`src/rtl/uart_irq_pkg.sv`:
```
// Package: shared constants, bit positions and register addresses of the
// UART interrupt status aggregator.
// Assumes: a 16-bit register data path and a 3-bit register address.
package uart_irq_pkg;

    localparam int DATA_W = 16;
    localparam int ADDR_W = 3;
    localparam int N_EVT  = 6;
    localparam int N_FOLD = 6;

    // Live status word bit positions (decoded by software)
    localparam int LV_RX_TRIG  = 0;
    localparam int LV_RX_EMPTY = 1;
    localparam int LV_RX_FULL  = 2;
    localparam int LV_TX_EMPTY = 3;
    localparam int LV_TX_FULL  = 4;
    localparam int LV_TX_TRIG  = 13;

    // Sticky register bit position of the TX trigger flag
    localparam int ST_TX_TRIG  = 10;

    // Register map
    typedef enum logic [ADDR_W-1:0] {
        A_MASK_SET = 3'd0,
        A_MASK_CLR = 3'd1,
        A_MASK     = 3'd2,
        A_STICKY   = 3'd3,
        A_LIVE     = 3'd4,
        A_RX_LVL   = 3'd5,
        A_TX_LVL   = 3'd6,
        A_NONE     = 3'd7
    } reg_addr_e;

    // Sticky bit position of event input e (0 = RX overrun .. 5 = TX overrun)
    function automatic int evt_pos(input int e);
        case (e)
            0:       return 5;   // RX overrun
            1:       return 6;   // framing error
            2:       return 7;   // parity error
            3:       return 8;   // RX timeout
            4:       return 9;   // modem status change
            default: return 12;  // TX overrun
        endcase
    endfunction

endpackage

```
`src/rtl/uart_fifo_flags.sv`:
```
// Module: uart_fifo_flags
// Derives empty, full and at-trigger flags for one FIFO from its fill count.
// Assumes: count never exceeds DEPTH; the trigger level may hold any value.
module uart_fifo_flags #(
    parameter int DEPTH = 64,
    parameter int CNT_W = $clog2(DEPTH + 1)
) (
    input  logic             clk,
    input  logic             rst_n,
    input  logic [CNT_W-1:0] count,
    input  logic [CNT_W-1:0] level,
    output logic             empty,
    output logic             full,
    output logic             at_trig
);

    localparam logic [CNT_W-1:0] FULL_CNT = CNT_W'(DEPTH);

    // Purpose: compare the fill count against the fixed bounds and the level
    always_comb begin
        empty   = (count == '0);
        full    = (count == FULL_CNT);
        at_trig = (count >= level);
    end

    // the fill count supplied by the FIFO stays within its depth
    p_count_in_range_r1: assert property (@(posedge clk) disable iff (!rst_n)
        count <= FULL_CNT);

endmodule

```
`src/rtl/uart_live_status.sv`:
```
// Module: uart_live_status
// Builds the live FIFO status word from the RX and TX fill counts and levels.
// Assumes: both FIFOs have the same depth; the word is purely combinational.
module uart_live_status
    import uart_irq_pkg::*;
#(
    parameter int DEPTH = 64,
    parameter int CNT_W = $clog2(DEPTH + 1)
) (
    input  logic              clk,
    input  logic              rst_n,
    input  logic [CNT_W-1:0]  rx_count,
    input  logic [CNT_W-1:0]  tx_count,
    input  logic [CNT_W-1:0]  rx_level,
    input  logic [CNT_W-1:0]  tx_level,
    output logic [DATA_W-1:0] live
);

    logic [CNT_W-1:0] cnt_a [2];
    logic [CNT_W-1:0] lvl_a [2];
    logic [1:0]       empty_a;
    logic [1:0]       full_a;
    logic [1:0]       trig_a;

    // Purpose: index 0 is the receive side, index 1 the transmit side
    always_comb begin
        cnt_a[0] = rx_count;
        cnt_a[1] = tx_count;
        lvl_a[0] = rx_level;
        lvl_a[1] = tx_level;
    end

    for (genvar g = 0; g < 2; g++) begin : g_side
        uart_fifo_flags #(
            .DEPTH (DEPTH),
            .CNT_W (CNT_W)
        ) u_flags (
            .clk     (clk),
            .rst_n   (rst_n),
            .count   (cnt_a[g]),
            .level   (lvl_a[g]),
            .empty   (empty_a[g]),
            .full    (full_a[g]),
            .at_trig (trig_a[g])
        );
    end

    // Purpose: place each flag at its software-visible bit position
    always_comb begin
        live              = '0;
        live[LV_RX_TRIG]  = trig_a[0];
        live[LV_RX_EMPTY] = empty_a[0];
        live[LV_RX_FULL]  = full_a[0];
        live[LV_TX_EMPTY] = empty_a[1];
        live[LV_TX_FULL]  = full_a[1];
        live[LV_TX_TRIG]  = trig_a[1];
    end

endmodule

```
`src/rtl/uart_sticky_status.sv`:
```
// Module: uart_sticky_status
// Holds the sticky interrupt status: live flags and event pulses set bits,
// bus writes of ones clear bits, and a set beats a clear in the same cycle.
// Assumes: fold[4:0] are live bits 0..4, fold[5] is the live TX trigger flag.
module uart_sticky_status
    import uart_irq_pkg::*;
(
    input  logic              clk,
    input  logic              rst_n,
    input  logic [N_FOLD-1:0] fold,
    input  logic [N_EVT-1:0]  evt,
    input  logic              clr_en,
    input  logic [DATA_W-1:0] clr_bits,
    output logic [DATA_W-1:0] sticky
);

    logic [DATA_W-1:0] set_vec;
    logic [DATA_W-1:0] clr_vec;
    logic [DATA_W-1:0] sticky_q;

    // Purpose: gather every source that sets a sticky bit this cycle
    always_comb begin
        set_vec             = '0;
        set_vec[4:0]        = fold[4:0];
        set_vec[ST_TX_TRIG] = fold[5];
        for (int e = 0; e < N_EVT; e++) begin
            set_vec[evt_pos(e)] = evt[e];
        end
    end

    // Purpose: bits the bus asks to clear this cycle
    always_comb clr_vec = clr_en ? clr_bits : '0;

    // Purpose: sticky register update, set has priority over clear
    always_ff @(posedge clk) begin
        if (!rst_n) begin
            sticky_q <= '0;
        end else begin
            sticky_q <= (sticky_q & ~clr_vec) | set_vec;
        end
    end

    assign sticky = sticky_q;

    for (genvar b = 0; b < DATA_W; b++) begin : g_hold_chk
        // a set bit survives any cycle in which it is not written with 1
        p_hold_unless_cleared_r5: assert property (@(posedge clk) disable iff (!rst_n)
            (sticky_q[b] && !(clr_en && clr_bits[b])) |=> sticky_q[b]);
    end

    for (genvar e = 0; e < N_EVT; e++) begin : g_evt_chk
        // an event pulse shows in its sticky bit at the next edge
        p_event_sets_r4: assert property (@(posedge clk) disable iff (!rst_n)
            evt[e] |=> sticky_q[evt_pos(e)]);
        // event and write-1-to-clear together leave the bit set
        p_event_wins_r6: assert property (@(posedge clk) disable iff (!rst_n)
            (evt[e] && clr_en && clr_bits[evt_pos(e)]) |=> sticky_q[evt_pos(e)]);
        // a written 1 with no event present clears the bit
        p_w1c_clears_r5: assert property (@(posedge clk) disable iff (!rst_n)
            (clr_en && clr_bits[evt_pos(e)] && !evt[e]) |=> !sticky_q[evt_pos(e)]);
    end

    for (genvar f = 0; f < 5; f++) begin : g_fold_chk
        // a live flag is in the sticky register after the next edge
        p_live_folds_r3: assert property (@(posedge clk) disable iff (!rst_n)
            fold[f] |=> sticky_q[f]);
    end

    // live TX trigger (bit 13) lands in sticky bit 10
    p_tx_trig_moves_r2: assert property (@(posedge clk) disable iff (!rst_n)
        fold[5] |=> sticky_q[ST_TX_TRIG]);

    // unused sticky positions never become set
    p_unused_zero_r4: assert property (@(posedge clk) disable iff (!rst_n)
        1'b1 |=> (sticky_q[11] == 1'b0 && sticky_q[15:13] == 3'b000));

endmodule

```
`src/rtl/uart_irq_mask.sv`:
```
// Module: uart_irq_mask
// Interrupt mask changed only through a set-strobe and a clear-strobe.
// Assumes: at most one of the strobes is active in a cycle.
module uart_irq_mask
    import uart_irq_pkg::*;
(
    input  logic              clk,
    input  logic              rst_n,
    input  logic              set_en,
    input  logic              clr_en,
    input  logic [DATA_W-1:0] wdata,
    output logic [DATA_W-1:0] mask
);

    logic [DATA_W-1:0] mask_q;

    // Purpose: OR in on set, AND out on clear, otherwise hold
    always_ff @(posedge clk) begin
        if (!rst_n) begin
            mask_q <= '0;
        end else if (set_en) begin
            mask_q <= mask_q | wdata;
        end else if (clr_en) begin
            mask_q <= mask_q & ~wdata;
        end
    end

    assign mask = mask_q;

    // after a set write every written bit is enabled
    p_mask_set_r7: assert property (@(posedge clk) disable iff (!rst_n)
        set_en |=> ((mask_q & $past(wdata)) == $past(wdata)));
    // after a clear write every written bit is disabled
    p_mask_clr_r7: assert property (@(posedge clk) disable iff (!rst_n)
        (clr_en && !set_en) |=> ((mask_q & $past(wdata)) == '0));
    // with no strobe the mask holds
    p_mask_hold_r7: assert property (@(posedge clk) disable iff (!rst_n)
        (!set_en && !clr_en) |=> $stable(mask_q));

endmodule

```
`src/rtl/uart_irq_agg.sv`:
```
// Module: uart_irq_agg (top)
// UART interrupt status aggregator: register decode, trigger levels, live
// status, sticky status, mask and the registered interrupt line.
// Assumes: one bus access per cycle; reads are combinational from bus_addr.
module uart_irq_agg
    import uart_irq_pkg::*;
#(
    parameter int DEPTH      = 64,
    parameter int CNT_W      = $clog2(DEPTH + 1),
    parameter int TRIG_RESET = 32
) (
    input  logic              clk,
    input  logic              rst_n,
    input  logic [CNT_W-1:0]  rx_count,
    input  logic [CNT_W-1:0]  tx_count,
    input  logic              ev_rx_overrun,
    input  logic              ev_frame_err,
    input  logic              ev_parity_err,
    input  logic              ev_rx_timeout,
    input  logic              ev_modem_chg,
    input  logic              ev_tx_overrun,
    input  logic              bus_wr,
    input  logic [ADDR_W-1:0] bus_addr,
    input  logic [DATA_W-1:0] bus_wdata,
    output logic [DATA_W-1:0] bus_rdata,
    output logic [DATA_W-1:0] live_status,
    output logic [DATA_W-1:0] sticky_status,
    output logic              irq
);

    localparam logic [CNT_W-1:0] LVL_RST = CNT_W'(TRIG_RESET);
    localparam int               PAD_W   = DATA_W - CNT_W;

    reg_addr_e         addr_e;
    logic              wr_mask_set;
    logic              wr_mask_clr;
    logic              wr_sticky;
    logic              wr_rx_lvl;
    logic              wr_tx_lvl;
    logic [CNT_W-1:0]  rx_lvl_q;
    logic [CNT_W-1:0]  tx_lvl_q;
    logic [DATA_W-1:0] live_w;
    logic [DATA_W-1:0] sticky_w;
    logic [DATA_W-1:0] mask_w;
    logic [N_EVT-1:0]  evt_w;
    logic [N_FOLD-1:0] fold_w;
    logic              irq_q;

    // Purpose: decode the write strobes of each register
    always_comb begin
        addr_e      = reg_addr_e'(bus_addr);
        wr_mask_set = bus_wr && (addr_e == A_MASK_SET);
        wr_mask_clr = bus_wr && (addr_e == A_MASK_CLR);
        wr_sticky   = bus_wr && (addr_e == A_STICKY);
        wr_rx_lvl   = bus_wr && (addr_e == A_RX_LVL);
        wr_tx_lvl   = bus_wr && (addr_e == A_TX_LVL);
    end

    // Purpose: programmable trigger level registers
    always_ff @(posedge clk) begin
        if (!rst_n) begin
            rx_lvl_q <= LVL_RST;
            tx_lvl_q <= LVL_RST;
        end else begin
            if (wr_rx_lvl) rx_lvl_q <= bus_wdata[CNT_W-1:0];
            if (wr_tx_lvl) tx_lvl_q <= bus_wdata[CNT_W-1:0];
        end
    end

    uart_live_status #(
        .DEPTH (DEPTH),
        .CNT_W (CNT_W)
    ) u_live (
        .clk      (clk),
        .rst_n    (rst_n),
        .rx_count (rx_count),
        .tx_count (tx_count),
        .rx_level (rx_lvl_q),
        .tx_level (tx_lvl_q),
        .live     (live_w)
    );

    // Purpose: pack the event pulses and the foldable live flags
    always_comb begin
        evt_w  = {ev_tx_overrun, ev_modem_chg, ev_rx_timeout,
                  ev_parity_err, ev_frame_err, ev_rx_overrun};
        fold_w = {live_w[LV_TX_TRIG], live_w[4:0]};
    end

    uart_sticky_status u_sticky (
        .clk      (clk),
        .rst_n    (rst_n),
        .fold     (fold_w),
        .evt      (evt_w),
        .clr_en   (wr_sticky),
        .clr_bits (bus_wdata),
        .sticky   (sticky_w)
    );

    uart_irq_mask u_mask (
        .clk    (clk),
        .rst_n  (rst_n),
        .set_en (wr_mask_set),
        .clr_en (wr_mask_clr),
        .wdata  (bus_wdata),
        .mask   (mask_w)
    );

    // Purpose: registered interrupt line from masked sticky bits
    always_ff @(posedge clk) begin
        if (!rst_n) begin
            irq_q <= 1'b0;
        end else begin
            irq_q <= |(mask_w & sticky_w);
        end
    end

    // Purpose: read multiplexer over the register map
    always_comb begin
        case (addr_e)
            A_MASK:   bus_rdata = mask_w;
            A_STICKY: bus_rdata = sticky_w;
            A_LIVE:   bus_rdata = live_w;
            A_RX_LVL: bus_rdata = {{PAD_W{1'b0}}, rx_lvl_q};
            A_TX_LVL: bus_rdata = {{PAD_W{1'b0}}, tx_lvl_q};
            default:  bus_rdata = '0;
        endcase
    end

    assign live_status   = live_w;
    assign sticky_status = sticky_w;
    assign irq           = irq_q;

    // a masked pending bit raises the interrupt one clock later
    p_irq_rises_r8: assert property (@(posedge clk) disable iff (!rst_n)
        (|(mask_w & sticky_w)) |=> irq_q);
    // with nothing masked-pending the interrupt drops one clock later
    p_irq_falls_r8: assert property (@(posedge clk) disable iff (!rst_n)
        !(|(mask_w & sticky_w)) |=> !irq_q);
    // a level write is visible at the next edge
    p_rx_level_write_r10: assert property (@(posedge clk) disable iff (!rst_n)
        wr_rx_lvl |=> (rx_lvl_q == $past(bus_wdata[CNT_W-1:0])));
    p_tx_level_write_r10: assert property (@(posedge clk) disable iff (!rst_n)
        wr_tx_lvl |=> (tx_lvl_q == $past(bus_wdata[CNT_W-1:0])));
    // a write to the unmapped address leaves the levels unchanged
    p_unmapped_write_r11: assert property (@(posedge clk) disable iff (!rst_n)
        (bus_wr && addr_e == A_NONE) |=> ($stable(rx_lvl_q) && $stable(tx_lvl_q)));

endmodule

```
`config.mk`:
```
export PLATFORM = sky130hd
export DESIGN_NAME = uart_irq_agg
export DESIGN_NICKNAME = d
export VERILOG_FILES = /design/src/rtl/uart_irq_pkg.sv /design/src/rtl/uart_fifo_flags.sv /design/src/rtl/uart_live_status.sv /design/src/rtl/uart_sticky_status.sv /design/src/rtl/uart_irq_mask.sv /design/src/rtl/uart_irq_agg.sv
export SDC_FILE = /design/constraint.sdc
export NUM_CORES = 1
export LEC_CHECK = 0
export BUFFER_PORTS_ARGS = -buffer_cell sky130_fd_sc_hd__buf_2
export CORE_MARGIN = 3
export CORE_UTILIZATION = 40
export DETAILED_ROUTE_END_ITERATION = 8
export GPL_ROUTABILITY_DRIVEN = 0
export PLACE_DENSITY_LB_ADDON = 0.08
export SYNTH_ARGS = -nofsm -noshare
export SYNTH_HDL_FRONTEND = slang
export SYNTH_HIERARCHICAL = 1
export SYNTH_SLANG_ARGS = --single-unit
```
`constraint.sdc`:
```
create_clock -name clk -period 2 [get_ports clk]
set_input_delay 0.2 -clock clk [delete_from_list [all_inputs] [get_ports clk]]
set_output_delay 0.2 -clock clk [all_outputs]
set_load 0.05 [all_outputs]
```
==> results of run 1 <==
[layout by cell type (no fill, tap or decap), drive strengths merged, types with 4 or more instances in the layout]
master  synthesis  final
buf            24    100
nand2          63     63
dfxtp          47     47
inv            26     26
o21ai          24     24
and3           19     19
mux2i          17     17
a31o           16     16
nor2           14     14
ha             14     14
a31oi          13     13
a21boi         12     12
conb            1     10
a22o            8      8
a21oi           8      8
a221o           6      6
clkbuf          3      6
nand3           5      5
nor2b           4      4
a22oi           4      4
[per-stage QoR]
stage | hold WS (ps) | util (%) | cells | power, W | cell area, um^2
after floorplan | 291 | - | 355 | 0.00137 | 2980
after global placement | 402 | 49.0 | 515 | 0.00151 | 3400
after detailed placement | 409 | 49.0 | 515 | 0.00151 | 3400
after CTS | 78.6 | 53.3 | 532 | 0.00228 | 3700
after global routing | 73.8 | 53.5 | 532 | 0.00236 | 3710
final | 87.5 | 53.5 | 532 | 0.00227 | 3710
[layer usage]
metal  vias to the layer above  global-route usage, %  share of wire (%)  wire (um)
met5                         -                      0                  0          0
met4                         0                   4.77                1.3        111
met3                         8                   4.14                6.4        566
met2                        97                   34.5                 46       4080
met1                      1286                   28.1                 46       4040
li1                       1386                      -                  -          -
[final cells by class]
| type | count | area (um^2) |
|---|---|---|
| clock buffer | 6 | 82.6 |
| clock inverter | 2 | 35.0 |
| fill | 682 | 3230 |
| inverter | 26 | 97.6 |
| multi-input combinational | 255 | 1840 |
| sequential | 47 | 955 |
| tap | 96 | 120 |
| timing repair buffer | 100 | 588 |
[cells by family after synthesis]
logic type,synth area share [%]
AO/OA/AOI/OAI,25.9
buffers and inverters,10.6
other,0.129
adder cells (fa/ha/maj),6.01
multiplexers,5.83
flip-flops,32.3
AND/OR/NAND/NOR,19.2
[power by group]
group | switching [W] | leakage (nW) | internal, W | total, W
clock | 0.000334 | 0.0612 | 0.000405 | 0.000739
combinational | 0.000359 | 1.25 | 0.000175 | 0.000534
sequential | 0.0000283 | 0.387 | 0.000964 | 0.000993
total | 0.000721 | 1.69 | 0.00154 | 0.00227
[repair_timing]
item / CTS / global route
hold buffers: 0 / 0
setup buffers: 9 / 0
setup endpoints to repair: 3 / 3
pin swaps: 13 / 6
gates resized for setup: 24 / 6
[cells in the mapped netlist (2+ instances only)]
cell | n | area (um^2)
nor2_2 | 2 | 12.5
a31oi_1 | 7 | 43.8
a221oi_1 | 2 | 17.5
inv_1 | 26 | 97.6
o21ai_0 | 17 | 85.1
dfxtp_1 | 47 | 941
buf_6 | 6 | 67.6
a31o_1 | 13 | 114
ha_1 | 14 | 175
and3_4 | 2 | 22.5
buf_4 | 13 | 97.6
a31o_2 | 3 | 26.3
and3_2 | 3 | 22.5
nor2b_1 | 4 | 25.0
buf_2 | 5 | 25.0
mux2i_1 | 17 | 170
o21a_1 | 2 | 15.0
a22oi_1 | 4 | 30.0
a22o_1 | 8 | 70.1
o21ai_2 | 6 | 52.6
nand2b_1 | 2 | 12.5
a21boi_0 | 6 | 45.0
and3_1 | 14 | 87.6
nor4_2 | 2 | 25.0
a221o_1 | 6 | 60.1
nand4_1 | 2 | 12.5
nand3_1 | 5 | 25.0
a31oi_2 | 6 | 75.1
nor2_1 | 12 | 45.0
a21oi_1 | 8 | 40.0
a21o_1 | 2 | 15.0
a21boi_1 | 6 | 45.0
nand2_1 | 63 | 236
[worst paths after layout]
check	endpoint	startpoint	cells after the start	slack [ps]
max	bus_rdata[0]	rx_lvl_q[5]	7	7
min	u_sticky/sticky[11]	bus_wdata[11]	2	90
min reg2reg	u_sticky/sticky[11]	u_sticky/sticky[11]	2	470
max reg2reg	u_sticky/sticky[10]	tx_lvl_q[4]	8	400
[worst reg2reg max path, cell delays in order, from the launching register on]
cell and delay, ps:
dfxtp_2 350, inv_2 50, ha_4 210, a21o_1 190
a211oi_2 290, a21oi_4 110, buf_4 150, o21ai_2 110
a31oi_2 40
==> flow_metrics.tcl, run 1 <==
set metrics [dict create \
    status "completed" \
    final_antenna_net_count 0 \
    critPathTopFamily "compound AO/OA/AOI/OAI gates" \
    drt_iter0_drcs 94 \
    async_flop_share_pct 0 \
    cell_area_after_synthesis_mm2 0.00292 \
    maxSlewViolCount 0 \
    post_synth.cell_area_avg_um2 8.43 \
    port_buffers 80 \
    clock_path_buffers 2 \
    clkLatencyLatePin_ps 300 \
    skew_ps 4.55 \
    ys.flop_type "dfxtp_1" \
    clock_tree.root_cell "clkbuf_8" \
    clock_tree_from_tritoncts "built" \
    cts-htree-levels 2 \
    max_cap_violations 0 \
    crit_required_ps 1800 \
    vdd_drop_max_uv 330 \
    max_slew.worst_pin.slew_ps 577 \
    final_net_count 491 \
    critical_path.slowest_cell "dfxtp_2" \
    cts.reportedPaths.clkPinSlew_ps 90 \
    floorplan.initialDensity_pct 42.0 \
    timing.final.ws_setup_ps 6.58 \
    worstSetupStartpointType "flip-flop" \
    grt_pass1_vias 2669 \
    synth.yosys.warnings 6 \
    area.growth.synth_to_final_pct 27.3 \
    timing_hold_violations_final 0 \
    finalCriticalPeriod_ps 1990 \
    die_area_mm2 0.00835 \
    worst_ep_arrival_time_ps 1790 \
    die_w_um 91.4 \
    worstPathCellList "inv_1, ha_1, nand2_1, o21a_1, o21ai_2, a221o_1, buf_6" \
    dp_slack_ps 83.8 \
    worst_path_largest_cell_delay_ps 380 \
    holdCritPathClass "input port to flip-flop" \
    core-area_mm2 0.00694 \
    first_pass_iters 4 \
    rows 30 \
    setup-tns-final_ps 0 \
    floorplan.io_pins 91 \
    drive_gt1_share_pct 38.3 \
    dpl.hpwl_um 6390 \
    ys_seq_area_share_pct 32.3 \
    startpoint_to_endpoint_class_of_the_critical_path "flip-flop to output pin" \
    routed_wl_um 8800 \
    synth_edf_count 0 \
    wl_per_cell_um 16.5 \
    synth-seq-cells 47 \
    worst-path-buf-inv 2 \
    leftover_overflow_at_the_end_of_global_routing 0 \
    insertedDiodeCount 0 \
    post_drt_via_cell_ratio 5.22 \
    worstSetupEndpointType "output pin" \
    cts.sinks 47 \
    grt_pass1_wl_um 14000 \
    min_period_over_period_pct 99.7 \
    crit_fanout 3 \
    slew_headroom_pct 61.5 \
    grt_antenna_before_repair 0 \
    maxClockFrequency_mhz 502 \
    grt_setup_unrepaired "true" \
    vias 2777 \
    grt_util_all_layers_pct 20.9 \
    drt_drc_violations_left 0 \
    synth_cell_type_count 44 \
    tritoncts_buffers 5 \
    total_leakage_power_nw 1.69 \
    synth_cells 346 \
    finalSetupViolations 0 \
    power.density_cell_area_mw_per_mm2 610 \
    die_height_um 91.4 \
    pin_count_of_the_biggest_net_entering_global_routing 64 \
]
Note: power is estimated with default switching activity, not from simulation.
==> inputs of run 2 (changes only) <==
--- a/config.mk
+++ b/config.mk
@@ -5,6 +5,7 @@
 export SDC_FILE = /design/constraint.sdc
 export NUM_CORES = 1
 export LEC_CHECK = 0
+export ABC_CLOCK_PERIOD_IN_PS = 1700
 export BUFFER_PORTS_ARGS = -buffer_cell sky130_fd_sc_hd__buf_2
 export CORE_MARGIN = 3
 export CORE_UTILIZATION = 40
==> constraint.sdc (replaced) <==
create_clock -name clk -period 1.7 [get_ports clk]
set_input_delay 0.17 -clock clk [delete_from_list [all_inputs] [get_ports clk]]
set_output_delay 0.17 -clock clk [all_outputs]
set_load 0.05 [all_outputs]
==> flow_metrics.tcl, run 2 (same netlist as run 1, synthesis figures left out) <==
set metrics [dict create \
    drt_drc_violations_left 0 \
    port_buffers 80 \
    combined_area_of_the_multi_input_logic_cells_mm2 0.00189 \
    worstPathCellList "inv_2, ha_4, a21o_1, a31oi_2, o21ai_2, a221o_1, buf_6" \
    clkLatencyLatePin_ps 300 \
    vias 2873 \
    finalSetupViolations 4 \
    post_drt_via_cell_ratio 5.24 \
    die_area_mm2 0.00835 \
    cts.sinks 47 \
    skew_ps 7.98 \
    most-common-layout-cells "71 x buf_2, 61 x nand2_1, 37 x dfxtp_1" \
    grt_setup_unrepaired "true" \
    power.total_w 0.00256 \
    sequential_cell_area_um2 953 \
    die_height_um 91.4 \
    total_leakage_power_nw 1.78 \
    pin_count_of_the_biggest_net_entering_global_routing 64 \
    startpoint_to_endpoint_class_of_the_critical_path "flip-flop to output pin" \
    wl_per_cell_um 15.9 \
    grt_antenna_before_repair 0 \
    rows 30 \
    first_pass_iters 5 \
    final_net_count 507 \
    grt_util_all_layers_pct 20.6 \
    maxSlewViolCount 0 \
    holdCritPathClass "input port to flip-flop" \
    max_cap_violations 0 \
    vdd_drop_max_uv 285 \
    grt_pass1_wl_um 13700 \
    worstReg2RegStart "rx_lvl_q[2]" \
    power.density_cell_area_mw_per_mm2 652 \
    critical_path.slowest_cell "a221o_1" \
    cts-htree-levels 2 \
    grt_pass1_vias 2631 \
    core-area_mm2 0.00694 \
    hold-path-endpoint "u_sticky/sticky[15]" \
    timing.reg2reg.setup_slack_ps 60 \
    floorplan.io_pins 91 \
    die_w_um 91.4 \
    leftover_overflow_at_the_end_of_global_routing 0 \
    failed_checks "setup timing" \
    timing.final.ws_setup_ps -308 \
    crit_fanout 2 \
    routed_wl_um 8710 \
    status "finished with violations" \
    area.growth.synth_to_final_pct 34.5 \
    dpl.hpwl_um 6420 \
    cts.reportedPaths.clkPinSlew_ps 100 \
    critical_path.reg2reg.endpoint "u_sticky/sticky[0]" \
    tritoncts_buffers 5 \
    finalCriticalPeriod_ps 2010 \
    filler_cell_count 649 \
    holdCritStartpoint "bus_wdata[15]" \
    crit_required_ps 1530 \
    layout_commonest_cell "buf_2" \
    worstSetupStartpointType "flip-flop" \
    min_period_over_period_pct 118 \
    final_antenna_net_count 0 \
    timing_hold_violations_final 0 \
    clock_tree_from_tritoncts "built" \
    insertedDiodeCount 0 \
    maxClockFrequency_mhz 498 \
    drive_gt1_share_pct 42.3 \
    worstSetupEndpointType "output pin" \
    hold_ws_ps 53.3 \
    worst_ep_arrival_time_ps 1840 \
    drt_iter0_drcs 118 \
    clock_path_buffers 2 \
    worstRegToRegCells 10 \
    worst_hold_path.num_cells 2 \
    floorplan.initialDensity_pct 42.0 \
    clock_tree.root_cell "clkbuf_8" \
    worst_path_largest_cell_delay_ps 360 \
]
## run 2: changes by cell type in the layout (fill, tap and decap cells not counted), moves of 3 or more
cell / delta
buf_4: +14
a221o_2: +3
o21ai_2: +4
a221o_1: -3
buf_2: -7
buf_6: +6
o21ai_1: -4
## run 2: what timing repair did
item	CTS	global route
endpoints found under the setup margin	6	9
pin swaps	10	5
gates resized for setup	28	21
hold buffers	0	0
buffers inserted	0	2
## run 2: worst max path at each step
stage	cells after the start	end	from	slack (ps)
floorplan	6	bus_rdata[0]	rx_lvl_q[2]	-350
global placement	7	bus_rdata[0]	rx_lvl_q[2]	-100
detailed placement	7	bus_rdata[0]	rx_lvl_q[2]	-110
CTS	7	bus_rdata[0]	rx_lvl_q[2]	-350
global route	7	bus_rdata[0]	rx_lvl_q[2]	-390
finish	7	bus_rdata[0]	rx_lvl_q[2]	-310
## run 2: worst max-delay path: cells and delay by family (launching register included)
kind | cells | cell delay (ps)
adders and majority gates | 1 | 210
buffers and inverters | 2 | 210
AOI/OAI and AO/OA | 4 | 780
DFF | 1 | 340
## run 2: stage by stage
step	cell area [um^2]	cells	setup TNS (ps)	worst slack, ps	utilization (%)
after floorplan	3020	355	-443	-355	-
after detailed placement	3630	538	-183	-112	52.3
after global routing	3920	548	-1240	-386	56.5
after global placement	3630	538	-178	-104	52.3
after CTS	3820	546	-978	-349	55.1
final	3920	548	-922	-308	56.5
## run 2: cell type report
class	instances	share of cell area [%]
multi-input cells	255	48.1
flip-flops and latches	47	24.3
repair buffers	116	19.8
well taps	96	3.06
inverters	26	2.49
clock buffers	6	1.85
clock inverters	2	0.446
## run 2: metal layers
layer	track usage (%)	up-vias	wire [um]
met2	31.8	100	3900
met5	0	-	0
met3	3.89	9	494
met4	4.90	0	100
met1	29.5	1344	4210
li1	-	1420	-
## run 2: power by group
group          switching, W  leakage [nW]  internal (W)  total (W)
Combinational      0.000438          1.35      0.000250   0.000688
Clock              0.000406        0.0454      0.000296   0.000703
Sequential        0.0000315         0.386       0.00113    0.00117
Total              0.000876          1.78       0.00168    0.00256
